### src/rtl/jam_pkg.sv
// Shared constants, types and the duration scale for the backpressure jam controller.
// Assumes the duration scale never exceeds 600 ticks, so CNT_W bits suffice.
package jam_pkg;

    localparam int CNT_W = 10;
    localparam int JAM_MAX_US = 600;
    localparam logic [7:0] JAM_CFG_DEFAULT = 8'h37;

    typedef enum logic {
        ST_IDLE = 1'b0,
        ST_JAM  = 1'b1
    } jam_state_e;

    // Map a 4-bit duration code to a tick count: three 5-step codes, 25, then 50-step codes.
    function automatic logic [CNT_W-1:0] jam_time_us(input logic [3:0] code);
        int c;
        c = int'(code);
        if (c < 3)
            return CNT_W'(5 * (c + 1));
        else if (c == 3)
            return CNT_W'(25);
        else
            return CNT_W'(50 * (c - 3));
    endfunction

endpackage

### src/rtl/jam_cfg_decode.sv
// Splits the configuration byte into a byte-scaled threshold and a duration in ticks.
// Assumes one threshold unit equals 2**UNIT_LG bytes; purely combinational.
module jam_cfg_decode
    import jam_pkg::*;
#(
    parameter int UNIT_LG = 10,
    localparam int THR_W  = 4 + UNIT_LG
) (
    input  logic [7:0]       cfg,
    output logic [THR_W-1:0] thr_bytes,
    output logic [CNT_W-1:0] dur_ticks
);

    // Scale the threshold nibble to bytes by shifting it left.
    always_comb begin
        thr_bytes = {cfg[7:4], {UNIT_LG{1'b0}}};
    end

    // Look up the period length for the duration code.
    always_comb begin
        dur_ticks = jam_time_us(cfg[3:0]);
    end

endmodule

### src/rtl/jam_level_cmp.sv
// Flags a shortage when free buffer space is strictly below the threshold.
// Assumes both operands are unsigned; zero-extends both to a common width.
module jam_level_cmp #(
    parameter int FREE_W = 16,
    parameter int THR_W  = 14,
    localparam int CMP_W = ((FREE_W > THR_W) ? FREE_W : THR_W) + 1
) (
    input  logic [FREE_W-1:0] free_bytes,
    input  logic [THR_W-1:0]  thr_bytes,
    output logic              below
);

    logic [CMP_W-1:0] free_x;
    logic [CMP_W-1:0] thr_x;

    // Extend both operands and compare them.
    always_comb begin
        free_x = CMP_W'(free_bytes);
        thr_x  = CMP_W'(thr_bytes);
        below  = free_x < thr_x;
    end

endmodule

### src/rtl/jam_timer.sv
// Down-counter for one jam period, advanced only on tick pulses.
// Assumes load and clr are not asserted together; clr takes precedence if they are.
module jam_timer
    import jam_pkg::*;
(
    input  logic             clk,
    input  logic             rst_n,
    input  logic             clr,
    input  logic             load,
    input  logic [CNT_W-1:0] load_val,
    input  logic             run,
    input  logic             tick,
    output logic [CNT_W-1:0] cnt,
    output logic             done
);

    logic [CNT_W-1:0] cnt_q;

    // Load, clear or count down the remaining ticks.
    always_ff @(posedge clk) begin
        if (!rst_n)
            cnt_q <= '0;
        else if (clr)
            cnt_q <= '0;
        else if (load)
            cnt_q <= load_val;
        else if (run && tick && cnt_q != '0)
            cnt_q <= cnt_q - CNT_W'(1);
    end

    // Signal the final tick of a running period.
    always_comb begin
        done = run && tick && (cnt_q == CNT_W'(1));
        cnt  = cnt_q;
    end

endmodule

### src/rtl/bp_jam_ctrl.sv
// Backpressure jam controller: starts, re-arms and aborts jam periods from buffer free space.
// Assumes us_tick is a single-cycle pulse and cfg is driven from a host register reset to 0x37.
module bp_jam_ctrl
    import jam_pkg::*;
#(
    parameter int FREE_W  = 16,
    parameter int UNIT_LG = 10,
    localparam int THR_W  = 4 + UNIT_LG
) (
    input  logic              clk,
    input  logic              rst_n,
    input  logic              en,
    input  logic              us_tick,
    input  logic [FREE_W-1:0] free_bytes,
    input  logic [7:0]        cfg,
    output logic              jam_req,
    output logic              busy
);

    jam_state_e       st_q;
    jam_state_e       st_d;
    logic [THR_W-1:0] thr_bytes;
    logic [CNT_W-1:0] dur_ticks;
    logic [CNT_W-1:0] cnt;
    logic             below;
    logic             done;
    logic             is_jam;
    logic             start;
    logic             rearm;
    logic             load;

    jam_cfg_decode #(.UNIT_LG(UNIT_LG)) u_dec (
        .cfg       (cfg),
        .thr_bytes (thr_bytes),
        .dur_ticks (dur_ticks)
    );

    jam_level_cmp #(.FREE_W(FREE_W), .THR_W(THR_W)) u_cmp (
        .free_bytes (free_bytes),
        .thr_bytes  (thr_bytes),
        .below      (below)
    );

    jam_timer u_tmr (
        .clk      (clk),
        .rst_n    (rst_n),
        .clr      (!en),
        .load     (load),
        .load_val (dur_ticks),
        .run      (is_jam),
        .tick     (us_tick),
        .cnt      (cnt),
        .done     (done)
    );

    // Decide when a period starts or restarts.
    always_comb begin
        is_jam = (st_q == ST_JAM);
        start  = en && !is_jam && below;
        rearm  = en && done && below;
        load   = start || rearm;
    end

    // Next-state logic for idle and jam.
    always_comb begin
        st_d = st_q;
        if (!en)
            st_d = ST_IDLE;
        else if (start)
            st_d = ST_JAM;
        else if (done && !below)
            st_d = ST_IDLE;
    end

    // State register.
    always_ff @(posedge clk) begin
        if (!rst_n)
            st_q <= ST_IDLE;
        else
            st_q <= st_d;
    end

    // Drive outputs; enable gates the jam request with no delay.
    always_comb begin
        jam_req = is_jam && en;
        busy    = en && (is_jam || below);
    end

endmodule

### config.mk
export PLATFORM = sky130hd
export DESIGN_NAME = bp_jam_ctrl
export DESIGN_NICKNAME = d
export VERILOG_FILES = /design/src/rtl/jam_pkg.sv /design/src/rtl/jam_cfg_decode.sv /design/src/rtl/jam_level_cmp.sv /design/src/rtl/jam_timer.sv /design/src/rtl/bp_jam_ctrl.sv
export SDC_FILE = /design/constraint.sdc
export NUM_CORES = 1
export LEC_CHECK = 0
export BUFFER_PORTS_ARGS = -buffer_cell sky130_fd_sc_hd__buf_2
export CAP_MARGIN = 10
export CORE_AREA = 2 2 63 53
export CTS_CLUSTER_SIZE = 14
export DETAILED_ROUTE_END_ITERATION = 16
export DIE_AREA = 0 0 65 55
export PLACE_DENSITY = 0.74
export SETUP_SLACK_MARGIN = 0.1
export SYNTH_ARGS = -nofsm -noshare
export SYNTH_HDL_FRONTEND = slang
export SYNTH_SLANG_ARGS = --single-unit
### constraint.sdc
create_clock -name clk -period 3.4 [get_ports clk]
set_input_delay 0.51 -clock clk [delete_from_list [all_inputs] [get_ports clk]]
set_output_delay 0.51 -clock clk [all_outputs]
set_load 0.01 [all_outputs]
==> flow_summary.ini, run 1 <==
[outcome]
run_status = finished, final reports clean

[timing]
worst_slew_pin_slew_ns = 0.531
clock-skew-final_ns = 0.000445
maxClockFrequency_ghz = 0.318
final_hold_viol_count = 0
slew-limit-headroom = 0.643
final-setup-viol-count = 0
final_number_of_max_transition_violations = 0
tns_ns = 0
post-route-period-util = 0.925
finalWorstSetupSlack_ns = 0.256
grt_setup_unrepaired = false
final_period_minus_worst_setup_slack_ns = 3.14

[floorplan]
die_height_um = 55
floorplan.io_pins = 30
placementRows = 18
floorplan.initialDensity = 0.465
die_w_um = 65
coreArea_um2 = 2950
fp.dieArea_um2 = 3580

[hold_path]
min_path_type = flip-flop to flip-flop

[power_and_ir_drop]
p_switching_uw = 165
power-per-cell-area_nw_per_um2 = 299
comb_power_share = 0.462
power_leakage_uw = 0.000738
power_share_of_the_sequential_group = 0.276
switching_share = 0.338
clkPwrFrac = 0.262
irDropWorstVdd_mv = 0.121
cell_internal_pwr_uw = 324

[logic_synthesis]
synth-seq-cells = 11
synthesis.nets = 214
number_of_enable_flip_flop_cells_after_synthesis = 0
synth-main-ff-cell = dfxtp_1
post_synth_instance_area_um2 = 1370
synth.avg_cell_area_um2 = 8.58
synth-seq-area-share = 0.160
synth_cells = 160
yosysWarningCount = 0
postSynth.asyncResetShare = 0
yosysUniqueCellTypes = 41

[place]
port_buffers = 19
place.gp.congestion = 0.835
detailedPlacementHpwl_mm = 2.47
dp.cells = 224
pre_cts_ws_ns = -0.0978

[finish]
final_nets = 243
final_cell_count_no_fill = 228
area_of_the_multi_input_gates_um2 = 1100
signed_area_change_from_the_synthesized_netlist_to_the_final_layout_pct = 19.5
antenna_cells = 0
layout.area.seq_um2 = 220
post_route_cells_drive_above_1_share = 0.277
filler_cell_count = 270

[global_route]
grt_antenna_before_repair = 0
grt_pass1_wl_mm = 4.93
globalRouteOverflowTotal = 0
track_usage = 0.178
grt_pass1_vias = 1236
grt_max_degree = 12

[detailed_routing]
antenna_nets_post_route = 0
dr.pass1.iters = 4
remaining_drc_errors = 0
routed_via_density = 5.56
routed-wl-met2_mm = 1.45
detailed_route_via_count = 1267
wl_per_cell_um = 12.8
detailedRoute.firstIterationViolations = 40
detail_route.wirelength_mm = 2.93
met1Wirelength_mm = 1.35
routed-wl-met3_um = 71
topRoutingLayerUsed = met4

[clocking]
clock_pin_slew_reported_for_the_worst_setup_and_hold_paths_after_clock_tree_synthesis_ns = 0.05
clk-insertion-delay-late_ns = 0.24
cts_buffers = 3
cts_max_path_buffers = 2
cts.root.buffer_cell = clkbuf_8
cts_tree = done
clock_tree.htree_level_count = 1
cts.repair_timing.setup_buffer_count = 0
numClockSinks = 11

[worst_setup_path]
crit_fanout = 3
crit_arrival_ns = 3.31
worst-endpoint-required_ns = 3.56
crit_type = primary input to flip-flop
timing.critical_path.from_type = primary input
end_kind = flip-flop

[flow_run]
cap_viol_max_count = 0
[power groups by stage]
stage | clock network, uW | logic (uW) | registers, uW
2_1_floorplan | 0 | 159 | 137
5_1_grt | 136 | 260 | 136
3_5_place_dp | 0 | 222 | 138
4_1_cts | 129 | 225 | 135
6_report | 128 | 226 | 135
3_3_place_gp | 0 | 213 | 137
[synthesized netlist by cell type, drive strengths merged, types with 2 or more instances]
cell,instances,area [um2]
o21ai,9,45.0
or2,4,25.0
a21oi,11,55.1
nand4,2,12.5
a21o,2,15.0
or3,3,20.0
fa,4,80.1
a211oi,7,52.6
mux2i,3,30.0
clkbuf,5,28.8
nand2,11,48.8
xnor2,8,70.1
xor2,4,35.0
nor3,7,35.0
nor2,6,22.5
o21a,2,15.0
nand2b,2,12.5
inv,12,45.0
ha,22,275
a311oi,3,45.0
nor4,3,18.8
dfxtp,11,220
nand3,2,10.0
and2,2,12.5
o2bb2ai,2,17.5
and3,2,12.5
[timing repair]
action                                  in CTS  in global routing
hold buffers                                 0                  0
endpoints found under the setup margin       0                  3
resized for setup                            0                  3
[cells in the final DEF, fill, tap and decap left out, types with 2 or more instances in the layout]
master and n:
nand4_1 2, and2_1 2, xor2_1 3, nor3_1 7, a311oi_2 3, nand2_1 10
fa_1 4, a21oi_2 2, nor4_1 3, buf_4 11, dfxtp_1 11, a21o_1 2
o21ai_1 2, inv_1 12, mux2i_1 3, buf_2 19, nand2b_1 2, clkbuf_8 3
o21ai_0 7, and3_1 2, a211oi_1 7, nand3_1 2, o21a_1 2, or2_2 4
o2bb2ai_1 2, xnor2_1 8, a21oi_1 9, ha_1 20, nor2_1 6
[per-layer routing]
metal / GRT usage / vias up
met2: 0.328 / 22
met5: 0 / -
met1: 0.208 / 586
met3: 0.0243 / 7
met4: 0.0887 / 0
li1: - / 652
[layout make-up]
| cell class | count | area share |
|---|---|---|
| tap | 40 | 0.0305 |
| timing repair buffer | 30 | 0.108 |
| clock buffer | 4 | 0.0275 |
| inverter | 12 | 0.0275 |
| sequential | 11 | 0.134 |
| multi-input combinational | 131 | 0.672 |
[worst max-delay path: stages]
cell,delay [ns]
buf_2,0.11
buf_4,0.13
a21oi_2,0.17
xor2_2,0.16
inv_1,0.07
fa_1,0.53
inv_1,0.04
ha_1,0.32
ha_4,0.25
buf_4,0.13
fa_1,0.43
xor2_1,0.16
nand4_1,0.12
a21oi_1,0.16
[logic make-up (layout without fill, tap and decap cells)]
family / after synthesis / in the layout / synth area share
and+or+nand+nor: 46 / 46 / 0.184
buffers and inverters: 18 / 46 / 0.0620
xor gates and xnor gates: 12 / 12 / 0.0766
DFF: 11 / 11 / 0.160
AOI/OAI and AO/OA: 43 / 43 / 0.228
adders and majority gates: 26 / 26 / 0.259
muxes: 4 / 4 / 0.0301
[state kept, by name (all words and copies together) (netlist names)]
signal / cells
is_jam: 1
u_tmr.cnt: 10
[through the flow]
stage | util | area (um2) | hold slack (ns) | total power, uW
3_3_place_gp | 0.537 | 1580 | 0.554 | 351
2_1_floorplan | - | 1400 | 0.500 | 295
3_5_place_dp | 0.537 | 1580 | 0.558 | 360
5_1_grt | 0.556 | 1640 | 0.591 | 531
6_report | 0.556 | 1640 | 0.570 | 490
4_1_cts | 0.552 | 1630 | 0.564 | 489
[path summary, 6_finish.rpt]
kind | end | startpoint | cells after the start | slack, ns
hold / removal | is_jam | is_jam | 2 | 0.57
hold reg to reg | is_jam | is_jam | 2 | 0.57
setup / recovery | u_tmr.cnt[8] | cfg[1] | 14 | 0.26
setup reg to reg | u_tmr.cnt[3] | u_tmr.cnt[5] | 5 | 1.05
No activity file was read; power rests on OpenSTA's default activity.
==> inputs of run 2 (changes only) <==
--- a/config.mk
+++ b/config.mk
@@ -11,6 +11,7 @@
 export CTS_CLUSTER_SIZE = 14
 export DETAILED_ROUTE_END_ITERATION = 16
 export DIE_AREA = 0 0 65 55
+export GPL_TIMING_DRIVEN = 0
 export PLACE_DENSITY = 0.74
 export SETUP_SLACK_MARGIN = 0.1
 export SYNTH_ARGS = -nofsm -noshare
==> run 2 against run 1 <==
Largest power group unchanged. Critical path type unchanged. Cell count shrank 1.3%. Clock power is essentially flat. Sequential power is essentially flat. Wire length grew 4.3%. Worst hold slack lost 0.011 ns.
==> flow_summary.ini, run 2 (synthesis results as in run 1) <==
[outcome]
run_status = finished, final reports clean

[timing]
post-route-period-util = 0.946
worst_slew_pin_slew_ns = 0.525
slew-limit-headroom = 0.647
grt_setup_unrepaired = false
maxClockFrequency_ghz = 0.311
clock-skew-final_ns = 0.00235
final_number_of_max_transition_violations = 0
tns_ns = 0
final_hold_viol_count = 0
final-setup-viol-count = 0
final_period_minus_worst_setup_slack_ns = 3.22

[global_route]
globalRouteOverflowTotal = 0
met1_usage_in_global_routing = 0.226
grt_max_degree = 11
track_usage = 0.185
global_route.peak_usage_layer = met2
grt_util_met2 = 0.351
met3_layer_usage_reported_by_global_route = 0.0121
grt_antenna_before_repair = 0
grt_pass1_wl_mm = 5.14
grt_pass1_vias = 1203

[finish]
signed_area_change_from_the_synthesized_netlist_to_the_final_layout_pct = 19.8
mostFrequentLayoutCell = ha_1
utilization_after_layout = 0.557
antenna_cells = 0
area_of_the_multi_input_gates_um2 = 1120
mostFrequentLayoutCells = ha_1 (19), buf_2 (18), inv_1 (12), dfxtp_1 (11), nand2_1 (10)
filler_cell_count = 277
max_ffs_per_register = 10
post_route_cells_drive_above_1_share = 0.259
final_cell_count_no_fill = 225
layout.area.seq_um2 = 220
layout.cell_area.non_filler_um2 = 1640
final_nets = 240

[flow_run]
cap_viol_max_count = 0

[power_and_ir_drop]
comb_power_share = 0.467
power_share_of_the_sequential_group = 0.277
switching_share = 0.336
irDropWorstVdd_mv = 0.154
clkPwrFrac = 0.255
cell_internal_pwr_uw = 324
power_leakage_uw = 0.000720
p_switching_uw = 164
power-per-cell-area_nw_per_um2 = 297

[floorplan]
floorplan.initialDensity = 0.465
die_w_um = 65
die_height_um = 55
coreArea_um2 = 2950
placementRows = 18
fp.dieArea_um2 = 3580
floorplan.io_pins = 30

[detailed_routing]
dr.pass1.iters = 4
wl_per_cell_um = 13.6
detail_route.wirelength_mm = 3.05
remaining_drc_errors = 0
detailedRoute.firstIterationViolations = 98
antenna_nets_post_route = 0
routed_via_density = 5.55
detailed_route_via_count = 1248

[worst_setup_path]
cp_top_family = adder cells
cp_cell_sequence = buf_4, ha_4, or3_1, buf_4, fa_1, inv_1, ha_4, fa_1, ha_1, a21oi_2, xnor2_1, nand4_1, a21oi_2
critical_path.max_stage_delay_ns = 0.49
crit_slowest_cell = fa_1
crit_arrival_ns = 3.38
crit_buf_inv = 3
crit_fanout = 7
end_kind = flip-flop
worst-endpoint-required_ns = 3.56
crit_type = primary input to flip-flop
timing.critical_path.from_type = primary input

[place]
dp.cells = 219
port_buffers = 19
detailedPlacementHpwl_mm = 2.45
dpl_cell_area_um2 = 1540
place.gp.congestion = 0.860

[clocking]
clock_tree.htree_level_count = 1
numClockSinks = 11
clock_pin_slew_reported_for_the_worst_setup_and_hold_paths_after_clock_tree_synthesis_ns = 0.05
cts_buffers = 3
cts.root.buffer_cell = clkbuf_8
cts_tree = done
clk-insertion-delay-late_ns = 0.23
cts_max_path_buffers = 2

[hold_path]
min_path_type = primary input to flip-flop
run 2: layer usage:
metal | up-vias | wire [um]
met5 | - | 0
met4 | 0 | 30
met3 | 2 | 77
met2 | 24 | 1560
met1 | 585 | 1380
li1 | 637 | -
run 2: what timing repair did:
item / in CTS / in global routing
setup buffers: 1 / 1
pin swaps: 2 / 6
hold buffers: 0 / 0
resized for setup: 4 / 7
endpoints found under the hold margin: 0 / 0
setup endpoints to repair: 1 / 1
run 2: area by class of cell:
| type | instances | share of cell area |
|---|---|---|
| multi-input cells | 131 | 0.683 |
| well taps | 40 | 0.0304 |
| inverters | 12 | 0.0274 |
| clock buffers | 4 | 0.0274 |
| plain buffers | 6 | 0.0289 |
| flip-flops and latches | 11 | 0.134 |
| repair buffers | 21 | 0.0685 |
run 2: worst paths after layout:
check | start | end | slack, ns | cells after the start
worst max-delay path | cfg[1] | u_tmr.cnt[9] | 0.18 | 13
worst max register to register | u_tmr.cnt[5] | u_tmr.cnt[4] | 1.22 | 6
worst min-delay path | rst_n | u_tmr.cnt[2] | 0.56 | 3
worst min register to register | u_tmr.cnt[2] | u_tmr.cnt[2] | 0.57 | 2
run 2: power groups by stage:
| stage | Clock, uW | Combinational (uW) | Sequential, uW |
|---|---|---|---|
| global placement | 0 | 202 | 137 |
| finish | 125 | 228 | 135 |
| detailed placement | 0 | 211 | 138 |
| global route | 131 | 257 | 136 |
| floorplan | 0 | 159 | 137 |
| CTS | 125 | 227 | 135 |
run 2: worst reg2reg max path: cells and delay by family (launching register included):
kind                   cells  cell delay (ns)
DFF                        1             0.34
and+or+nand+nor            2             0.80
AOI/OAI and AO/OA          3             0.80
buffers and inverters      1             0.15
run 2: metrics by stage:
step | power [uW] | setup WS (ns) | hold slack [ns]
after floorplan | 295 | 0.102 | 0.500
after global placement | 340 | -0.188 | 0.547
after detailed placement | 349 | -0.284 | 0.564
after CTS | 488 | 0.173 | 0.555
after global routing | 524 | 0.0984 | 0.585
final | 488 | 0.182 | 0.558
